`config.mk`:
```
export PLATFORM = sky130hd
export DESIGN_NAME = seq_core
export DESIGN_NICKNAME = d
export VERILOG_FILES = /design/src/rtl/seq_pkg.sv /design/src/rtl/seq_decode.sv /design/src/rtl/seq_stack.sv /design/src/rtl/seq_pcu.sv /design/src/rtl/seq_core.sv
export SDC_FILE = /design/constraint.sdc
export NUM_CORES = 1
export LEC_CHECK = 0
export CORE_ASPECT_RATIO = 0.6
export CORE_MARGIN = 3
export CORE_UTILIZATION = 66
export DETAILED_ROUTE_END_ITERATION = 10
export DONT_BUFFER_PORTS = 1
export PLACE_DENSITY = 0.82
export SYNTH_ARGS = -nofsm -noshare
export SYNTH_HDL_FRONTEND = slang
export SYNTH_SLANG_ARGS = --single-unit
```
`constraint.sdc`:
```
create_clock -name clk -period 6.5 [get_ports clk]
set_input_delay 0.325 -clock clk [delete_from_list [all_inputs] [get_ports clk]]
set_output_delay 0.325 -clock clk [all_outputs]
set_load 0.02 [all_outputs]
```
`src/rtl/seq_pkg.sv`:
```
// Shared types for the sequencer: instruction classes and their lengths.
// Assumes a step counter of STEP_W bits is wide enough for the longest class.
package seq_pkg;
    localparam int STEP_W = 3;
    localparam int FLG_Z  = 0;
    localparam int FLG_C  = 1;
    localparam int FLG_L  = 2;

    typedef enum logic [3:0] {
        CL_ALU, CL_LD, CL_ST, CL_PUSH, CL_POP,
        CL_PUSHF, CL_POPF, CL_JMP, CL_CALL, CL_RET
    } cls_e;

    // Fixed cycle count for each instruction class.
    function automatic logic [STEP_W-1:0] cls_len(cls_e c);
        case (c)
            CL_LD, CL_ST, CL_PUSH, CL_PUSHF, CL_POPF: cls_len = STEP_W'(4);
            CL_POP:  cls_len = STEP_W'(5);
            CL_CALL: cls_len = STEP_W'(6);
            CL_RET:  cls_len = STEP_W'(7);
            default: cls_len = STEP_W'(3);
        endcase
    endfunction
endpackage

```
`src/rtl/seq_decode.sv`:
```
// Instruction decoder: classifies a 16-bit word, gives its length, ALU
// controls and the jump decision. Purely combinational.
// Assumes a 4-bit major opcode at the top and a 4-bit function at the bottom.
module seq_decode
    import seq_pkg::*;
#(
    parameter int IW = 16,
    parameter int DW = 8
) (
    input  logic [IW-1:0]     ir,
    input  logic [DW-1:0]     flags,
    output cls_e              cls,
    output logic [STEP_W-1:0] len,
    output logic [3:0]        alu_op,
    output logic              use_imm,
    output logic              writes_rd,
    output logic              sets_flags,
    output logic              taken
);
    logic [3:0] opc;
    logic [3:0] fn;
    assign opc = ir[IW-1 -: 4];
    assign fn  = ir[3:0];

    // Map opcode and function to class and control bits.
    always_comb begin
        cls        = CL_ALU;
        alu_op     = fn;
        use_imm    = 1'b0;
        writes_rd  = 1'b0;
        sets_flags = 1'b0;
        taken      = 1'b0;
        case (opc)
            4'h0: begin
                case (fn)
                    4'h6: cls = CL_LD;
                    4'h7: cls = CL_ST;
                    4'h8: cls = CL_PUSH;
                    4'h9: cls = CL_POP;
                    4'hA: cls = CL_PUSHF;
                    4'hB: cls = CL_POPF;
                    4'hF: sets_flags = 1'b1;
                    default: begin
                        writes_rd  = 1'b1;
                        sets_flags = (fn != 4'h0);
                    end
                endcase
            end
            4'h1: begin
                use_imm    = 1'b1;
                alu_op     = 4'hF;
                sets_flags = 1'b1;
            end
            4'h2, 4'h3, 4'h4, 4'h5, 4'h6: begin
                use_imm    = 1'b1;
                alu_op     = opc - 4'h1;
                writes_rd  = 1'b1;
                sets_flags = 1'b1;
            end
            4'h7: begin
                use_imm   = 1'b1;
                alu_op    = 4'h0;
                writes_rd = 1'b1;
            end
            4'h8: begin cls = CL_JMP; taken = 1'b1; end
            4'h9: cls = CL_RET;
            4'hA: cls = CL_CALL;
            4'hB: begin cls = CL_JMP; taken = flags[FLG_Z]; end
            4'hC: begin cls = CL_JMP; taken = !flags[FLG_Z]; end
            4'hD: begin cls = CL_JMP; taken = flags[FLG_C]; end
            4'hE: begin cls = CL_JMP; taken = !flags[FLG_C]; end
            default: begin cls = CL_JMP; taken = flags[FLG_L]; end
        endcase
    end

    assign len = cls_len(cls);
endmodule

```
`src/rtl/seq_stack.sv`:
```
// Stack pointer: resets to the top of the address space, moves by one byte
// on request. Assumes inc and dec are never both high.
module seq_stack #(
    parameter int AW = 15
) (
    input  logic          clk,
    input  logic          rst_n,
    input  logic          inc,
    input  logic          dec,
    output logic [AW-1:0] sp
);
    // Pointer update.
    always_ff @(posedge clk) begin
        if (!rst_n)   sp <= '1;
        else if (inc) sp <= sp + AW'(1);
        else if (dec) sp <= sp - AW'(1);
    end

    p_sp_hold_r6: assert property (@(posedge clk) disable iff (!rst_n)
        (!inc && !dec) |=> $stable(sp));
    p_sp_excl_r6: assert property (@(posedge clk) disable iff (!rst_n)
        !(inc && dec));
endmodule

```
`src/rtl/seq_pcu.sv`:
```
// Program counter with sequential and relative next-address outputs.
// Assumes OW < AW; the offset is two's complement in bytes from pc+2.
module seq_pcu #(
    parameter int AW = 15,
    parameter int OW = 12
) (
    input  logic          clk,
    input  logic          rst_n,
    input  logic          load,
    input  logic [AW-1:0] load_val,
    input  logic [OW-1:0] offset,
    output logic [AW-1:0] pc,
    output logic [AW-1:0] pc_seq,
    output logic [AW-1:0] pc_rel
);
    localparam int EXT = AW - OW;

    assign pc_seq = pc + AW'(2);
    assign pc_rel = pc_seq + {{EXT{offset[OW-1]}}, offset};

    // PC register, loaded once per instruction.
    always_ff @(posedge clk) begin
        if (!rst_n)    pc <= '0;
        else if (load) pc <= load_val;
    end

    p_pc_hold_r8: assert property (@(posedge clk) disable iff (!rst_n)
        !load |=> $stable(pc));
endmodule

```
`src/rtl/seq_core.sv`:
```
// Control unit top: two-byte fetch, decode, fixed-length step sequencing,
// stack and memory requests. Assumes combinational memory reads and an
// external register file and ALU that act on the strobes driven here.
module seq_core
    import seq_pkg::*;
#(
    parameter int AW = 15,
    parameter int DW = 8,
    parameter int IW = 16,
    parameter int RW = 4
) (
    input  logic          clk,
    input  logic          rst_n,
    input  logic [DW-1:0] mem_rdata,
    output logic [AW-1:0] mem_addr,
    output logic [DW-1:0] mem_wdata,
    output logic          mem_we,
    output logic [RW-1:0] rd_sel,
    output logic [RW-1:0] rr_sel,
    input  logic [DW-1:0] rd_val,
    input  logic [DW-1:0] ptr_lo,
    input  logic [DW-1:0] ptr_hi,
    input  logic [DW-1:0] flags,
    output logic [3:0]    alu_op,
    output logic          alu_use_imm,
    output logic [DW-1:0] imm,
    output logic          rf_we,
    output logic          rf_from_mem,
    output logic          flag_we,
    output logic          flag_load,
    output logic [AW-1:0] pc,
    output logic          instr_start
);
    localparam int OW  = IW - 4;
    localparam int HIW = AW - DW;

    logic [STEP_W-1:0] step_q;
    logic [DW-1:0]     ir_hi, ir_lo, ret_lo, ret_hi;
    logic [IW-1:0]     ir;
    cls_e              cls;
    logic [STEP_W-1:0] len;
    logic              use_imm, writes_rd, sets_flags, taken;
    logic [AW-1:0]     sp, pc_seq, pc_rel, pc_next;
    logic              last, sp_inc, sp_dec;

    assign ir          = {ir_hi, ir_lo};
    assign rd_sel      = ir[11:8];
    assign rr_sel      = ir[7:4];
    assign imm         = ir[7:0];
    assign alu_use_imm = use_imm;
    assign instr_start = (step_q == '0);
    assign last        = (step_q >= STEP_W'(2)) && (step_q == len - STEP_W'(1));

    seq_decode #(.IW(IW), .DW(DW)) u_dec (
        .ir(ir), .flags(flags), .cls(cls), .len(len), .alu_op(alu_op),
        .use_imm(use_imm), .writes_rd(writes_rd), .sets_flags(sets_flags),
        .taken(taken)
    );

    seq_stack #(.AW(AW)) u_stk (
        .clk(clk), .rst_n(rst_n), .inc(sp_inc), .dec(sp_dec), .sp(sp)
    );

    seq_pcu #(.AW(AW), .OW(OW)) u_pcu (
        .clk(clk), .rst_n(rst_n), .load(last), .load_val(pc_next),
        .offset(ir[OW-1:0]), .pc(pc), .pc_seq(pc_seq), .pc_rel(pc_rel)
    );

    // Step counter: wraps to fetch after the instruction's last cycle.
    always_ff @(posedge clk) begin
        if (!rst_n)    step_q <= '0;
        else if (last) step_q <= '0;
        else           step_q <= step_q + STEP_W'(1);
    end

    // Instruction and return-address byte capture.
    always_ff @(posedge clk) begin
        if (!rst_n) begin
            ir_hi  <= '0;
            ir_lo  <= '0;
            ret_lo <= '0;
            ret_hi <= '0;
        end else begin
            if (step_q == STEP_W'(0)) ir_hi <= mem_rdata;
            if (step_q == STEP_W'(1)) ir_lo <= mem_rdata;
            if (cls == CL_RET && step_q == STEP_W'(4)) ret_lo <= mem_rdata;
            if (cls == CL_RET && step_q == STEP_W'(5)) ret_hi <= mem_rdata;
        end
    end

    // Next PC chosen at the last step.
    always_comb begin
        pc_next = pc_seq;
        if ((cls == CL_JMP && taken) || cls == CL_CALL) pc_next = pc_rel;
        else if (cls == CL_RET) pc_next = {ret_hi[HIW-1:0], ret_lo};
    end

    // Per-step bus, register file and stack actions.
    always_comb begin
        mem_addr    = pc;
        mem_wdata   = rd_val;
        mem_we      = 1'b0;
        rf_we       = 1'b0;
        rf_from_mem = 1'b0;
        flag_we     = 1'b0;
        flag_load   = 1'b0;
        sp_inc      = 1'b0;
        sp_dec      = 1'b0;
        if (step_q == STEP_W'(1)) mem_addr = pc + AW'(1);
        case (cls)
            CL_ALU: if (step_q == STEP_W'(2)) begin
                rf_we   = writes_rd;
                flag_we = sets_flags;
            end
            CL_LD: if (step_q == STEP_W'(3)) begin
                mem_addr    = {ptr_hi[HIW-1:0], ptr_lo};
                rf_we       = 1'b1;
                rf_from_mem = 1'b1;
            end
            CL_ST: if (step_q == STEP_W'(3)) begin
                mem_addr = {ptr_hi[HIW-1:0], ptr_lo};
                mem_we   = 1'b1;
            end
            CL_PUSH, CL_PUSHF: if (step_q == STEP_W'(3)) begin
                mem_addr  = sp;
                mem_we    = 1'b1;
                mem_wdata = (cls == CL_PUSHF) ? flags : rd_val;
                sp_dec    = 1'b1;
            end
            CL_POP: begin
                if (step_q == STEP_W'(2)) sp_inc = 1'b1;
                if (step_q == STEP_W'(4)) begin
                    mem_addr    = sp;
                    rf_we       = 1'b1;
                    rf_from_mem = 1'b1;
                end
            end
            CL_POPF: begin
                if (step_q == STEP_W'(2)) sp_inc = 1'b1;
                if (step_q == STEP_W'(3)) begin
                    mem_addr  = sp;
                    flag_load = 1'b1;
                end
            end
            CL_CALL: if (step_q == STEP_W'(3) || step_q == STEP_W'(4)) begin
                mem_addr  = sp;
                mem_we    = 1'b1;
                sp_dec    = 1'b1;
                mem_wdata = (step_q == STEP_W'(3)) ? DW'(pc_seq[AW-1:DW])
                                                   : pc_seq[DW-1:0];
            end
            CL_RET: begin
                if (step_q == STEP_W'(3) || step_q == STEP_W'(4)) sp_inc = 1'b1;
                if (step_q == STEP_W'(4) || step_q == STEP_W'(5)) mem_addr = sp;
            end
            default: ;
        endcase
    end

    p_step_bound_r3: assert property (@(posedge clk) disable iff (!rst_n)
        (step_q >= STEP_W'(2)) |-> (step_q < len));
    p_we_phase_r10: assert property (@(posedge clk) disable iff (!rst_n)
        mem_we |-> (step_q >= STEP_W'(3)));
    p_cmp_nowrite_r4: assert property (@(posedge clk) disable iff (!rst_n)
        rf_we |-> !(ir[IW-1 -: 4] == 4'h1 || (ir[IW-1 -: 4] == 4'h0 && ir[3:0] == 4'hF)));
    p_fetch_seq_r2: assert property (@(posedge clk) disable iff (!rst_n)
        (step_q == STEP_W'(1)) |=> (step_q == STEP_W'(2)) && $stable(pc));
endmodule

```
==> impl_metrics.toml <==
[sta]
fin_skew_ps = 6.20
layout_min_cycle_time_ps = 5890
setup_slack_ps = 614
fmax_ghz = 0.170
tightest_slew_ps = 1070
finalHoldViolCount = 0
final_max_slew_viol_count = 0
setup_viol = 0
rsz0062_at_grt = "false"
min_period_over_period = 0.906
tns_ps = 0
maxSlewHeadroom = 0.284

[routing]
drc = 0
drt_iter0_markers = 872
routed_via_density = 6.97
drt-pass1-iter-count = 6
post_drt_wl_per_cell_um = 21.1
wl_um = 18600
routed-via-count = 6152
ant_nets = 0

[clock_network]
htreeDepth = 3
post_cts_resized = 0
cts.hold.buffers_added = 0
clockRootBuffer = "clkbuf_16"
cts_tree = "yes"
clock-sinks = 64
cts_buffer_depth = 2
clock_latency_ps = 340
clk_pin_slew_ps = 60
post_cts_buffers = 0
cts_buffers = 9

[critical_path]
r2r_cells = 20
arrival_ps = 6120
slowest_delay_ps = 520
start_kind = "flop"
startpoint = "ir_hi[4]$_SDFFE_PN0P_"
required_ps = 6740
slowest_stage = "ha_1"
rr_endpoint = "u_stk.sp[14]$_SDFFE_PN1P_"
crit_buf_inv = 4
crit_type = "reg2reg"
rr_startpoint = "ir_hi[4]$_SDFFE_PN0P_"
r2r_slack_ps = 610
path_cells = "inv_1, ha_1, nor4_2, a21oi_1, and3_1, inv_1, ha_1, nand2_1, buf_4, o21ai_1, inv_1, ha_1, nand2_1, o21ai_0, nand3_1, a31oi_1, a211o_1, a21oi_1, mux2i_1, mux2_2"
crit_path_max_fanout = 27
critical_path.endpoint_type = "flop"
path_delay_family = "compound AO/OA/AOI/OAI gates"

[floorplan]
coreArea_sq_um = 8260
initial_core_util = 0.712
die_w_um = 128
io_pins = 107
fp.dieH_um = 79.1
rows = 25
die-area_sq_um = 10100

[worst_hold_path]
min_to = "u_stk.sp[0]$_SDFFE_PN1P_"
holdPathStages = 1
hold_start = "rst_n"
worstHoldPathType = "in2reg"

[layout]
num_antenna_cells = 0
drive_gt1_frac = 0.0645
multi_input_area_sq_um = 4220
areaGrowthSynthToFinish_pct = 3.38
layout.cells.non_filler = 883
seqCellArea_sq_um = 1280
num-fill-cells = 644
fin_nets = 861

[logic_synthesis]
ys_seq_elements = 64
synth_top_area_cell = "dfxtp_1"
ys_async_sr_fraction = 0
syn_area_per_cell_sq_um = 7.34
synth.yosys.seq_area_share = 0.218
synth_top_area_frac = 0.218
synth_edf_count = 0
syn_area_sq_um = 5880
synth_flop_cell = "dfxtp_1"
syn-num-nets = 893
synth_cells = 802
yosysWarningCount = 0
synth.distinct_cells = 73
ys_top_cells_by_area = "dfxtp_1 22%, ha_1 10%, nand2_1 8.2%, a21oi_1 6.1%, nor2_1 5.2%"

[place]
gp_congestion = 1.05
pre_cts_slack_ps = 905
port_buffers = 0
placed_cells = 867
dpl.hpwl_um = 14200

[power_and_ir_drop]
ir_drop_mv = 0.256
power_per_cell_area_nw_per_um2 = 501
p_leak_nw = 2.66
total_power_mw = 3.05

[global_route]
grt_max_degree = 46
grtUsageTotal = 0.360
first_global_vias = 5529
grt_pass1_wl_um = 28800
antenna_found_initial = 1
overflow = 0

[run]
drv_cap = 0

[run_status]
status = "complete, no violations"
-- cell usage in the layout (no fill, tap or decap), types with 4 or more instances in the layout --
cell and instances:
a21o_1 13, or3_1 8, a311oi_2 5, ha_1 47, a211o_1 5, nand4_1 7
a31oi_1 8, clkbuf_16 9, a311oi_1 4, xor2_1 25, nand3_1 24, and3_1 10
a21oi_1 72, o221ai_1 11, nand2b_1 5, xnor2_1 26, o211ai_1 22, o21ai_0 30
nand2_1 129, nor2b_1 7, a211oi_1 11, o21ai_1 8, nor3_1 10, a221oi_1 4
nor2_1 82, mux2i_1 12, or2_2 4, a22oi_1 7, and2_1 7, dfxtp_1 64
inv_1 36
-- kinds of logic after synthesis --
logic type | synth area share
xor+xnor | 0.0759
fa+ha+maj | 0.107
flops | 0.218
buf+inv | 0.0649
simple gates | 0.235
compound gates | 0.277
mux | 0.0223
-- where the power goes --
part	internal, mW	switching [mW]	leakage, nW	total, mW
combinational	0.632	1.22	2.01	1.85
clock	0.261	0.197	0.132	0.458
sequential	0.484	0.256	0.520	0.739
total	1.38	1.67	2.66	3.05
-- how the worst max path moves through the flow --
stage	endpoint	cells past startpoint	slack [ps]
floorplan	u_stk.sp[14]$_SDFFE_PN1P_	19	1830
global placement	u_stk.sp[14]$_SDFFE_PN1P_	20	1170
detailed placement	u_stk.sp[14]$_SDFFE_PN1P_	20	910
CTS	u_stk.sp[14]$_SDFFE_PN1P_	20	860
global route	u_stk.sp[14]$_SDFFE_PN1P_	20	380
finish	u_stk.sp[14]$_SDFFE_PN1P_	20	610
-- worst register-to-register path, delay by kind of cell (launching register included) --
family | cells | cell delay [ps]
compound gates | 6 | 1720
simple gates | 5 | 1130
fa+ha+maj | 3 | 1090
buf+inv | 4 | 910
mux | 2 | 500
flops | 1 | 430
-- metrics by stage --
| step | util | area, sq um | hold slack [ps] |
|---|---|---|---|
| CTS | 0.737 | 6080 | 50.0 |
| detailed placement | 0.703 | 5800 | 402 |
| global route | 0.737 | 6080 | 56.7 |
| global placement | 0.703 | 5800 | 398 |
| finish | 0.737 | 6080 | 50.3 |
| floorplan | - | 5880 | 432 |
-- area by class of cell --
| cell class | count | area share |
|---|---|---|
| flip-flops and latches | 64 | 0.211 |
| repair buffers | 3 | 0.00370 |
| clock inverters | 7 | 0.00905 |
| multi-input cells | 654 | 0.694 |
| inverters | 38 | 0.0235 |
| clock buffers | 9 | 0.0370 |
| well taps | 108 | 0.0222 |
-- cell usage after synthesis (12+ instances only) --
cell / n
xor2_1: 25
a21oi_1: 72
xnor2_1: 26
a21o_1: 13
nor2_1: 82
mux2i_1: 12
nand3_1: 24
o21ai_0: 30
ha_1: 47
inv_1: 36
nand2_1: 129
clkbuf_1: 19
dfxtp_1: 64
o211ai_1: 22
-- routing by layer --
metal  wire, um  track usage  part of all wire  up-vias
met5         12            0           0.00064        -
met3       2480        0.104              0.13       65
met2       7890        0.546              0.42      412
met4        465        0.109             0.025        2
li1           -            -                 -     2796
met1       7800        0.495              0.42     2877
-- sequential cells by signal, indices dropped and copies added (netlist names) --
register	count
u_pcu.pc	15
u_stk.sp	15
imm	8
ir_hi	8
ret_lo	8
ret_hi	7
step_q	3
Power figures use the tool's default switching activity.
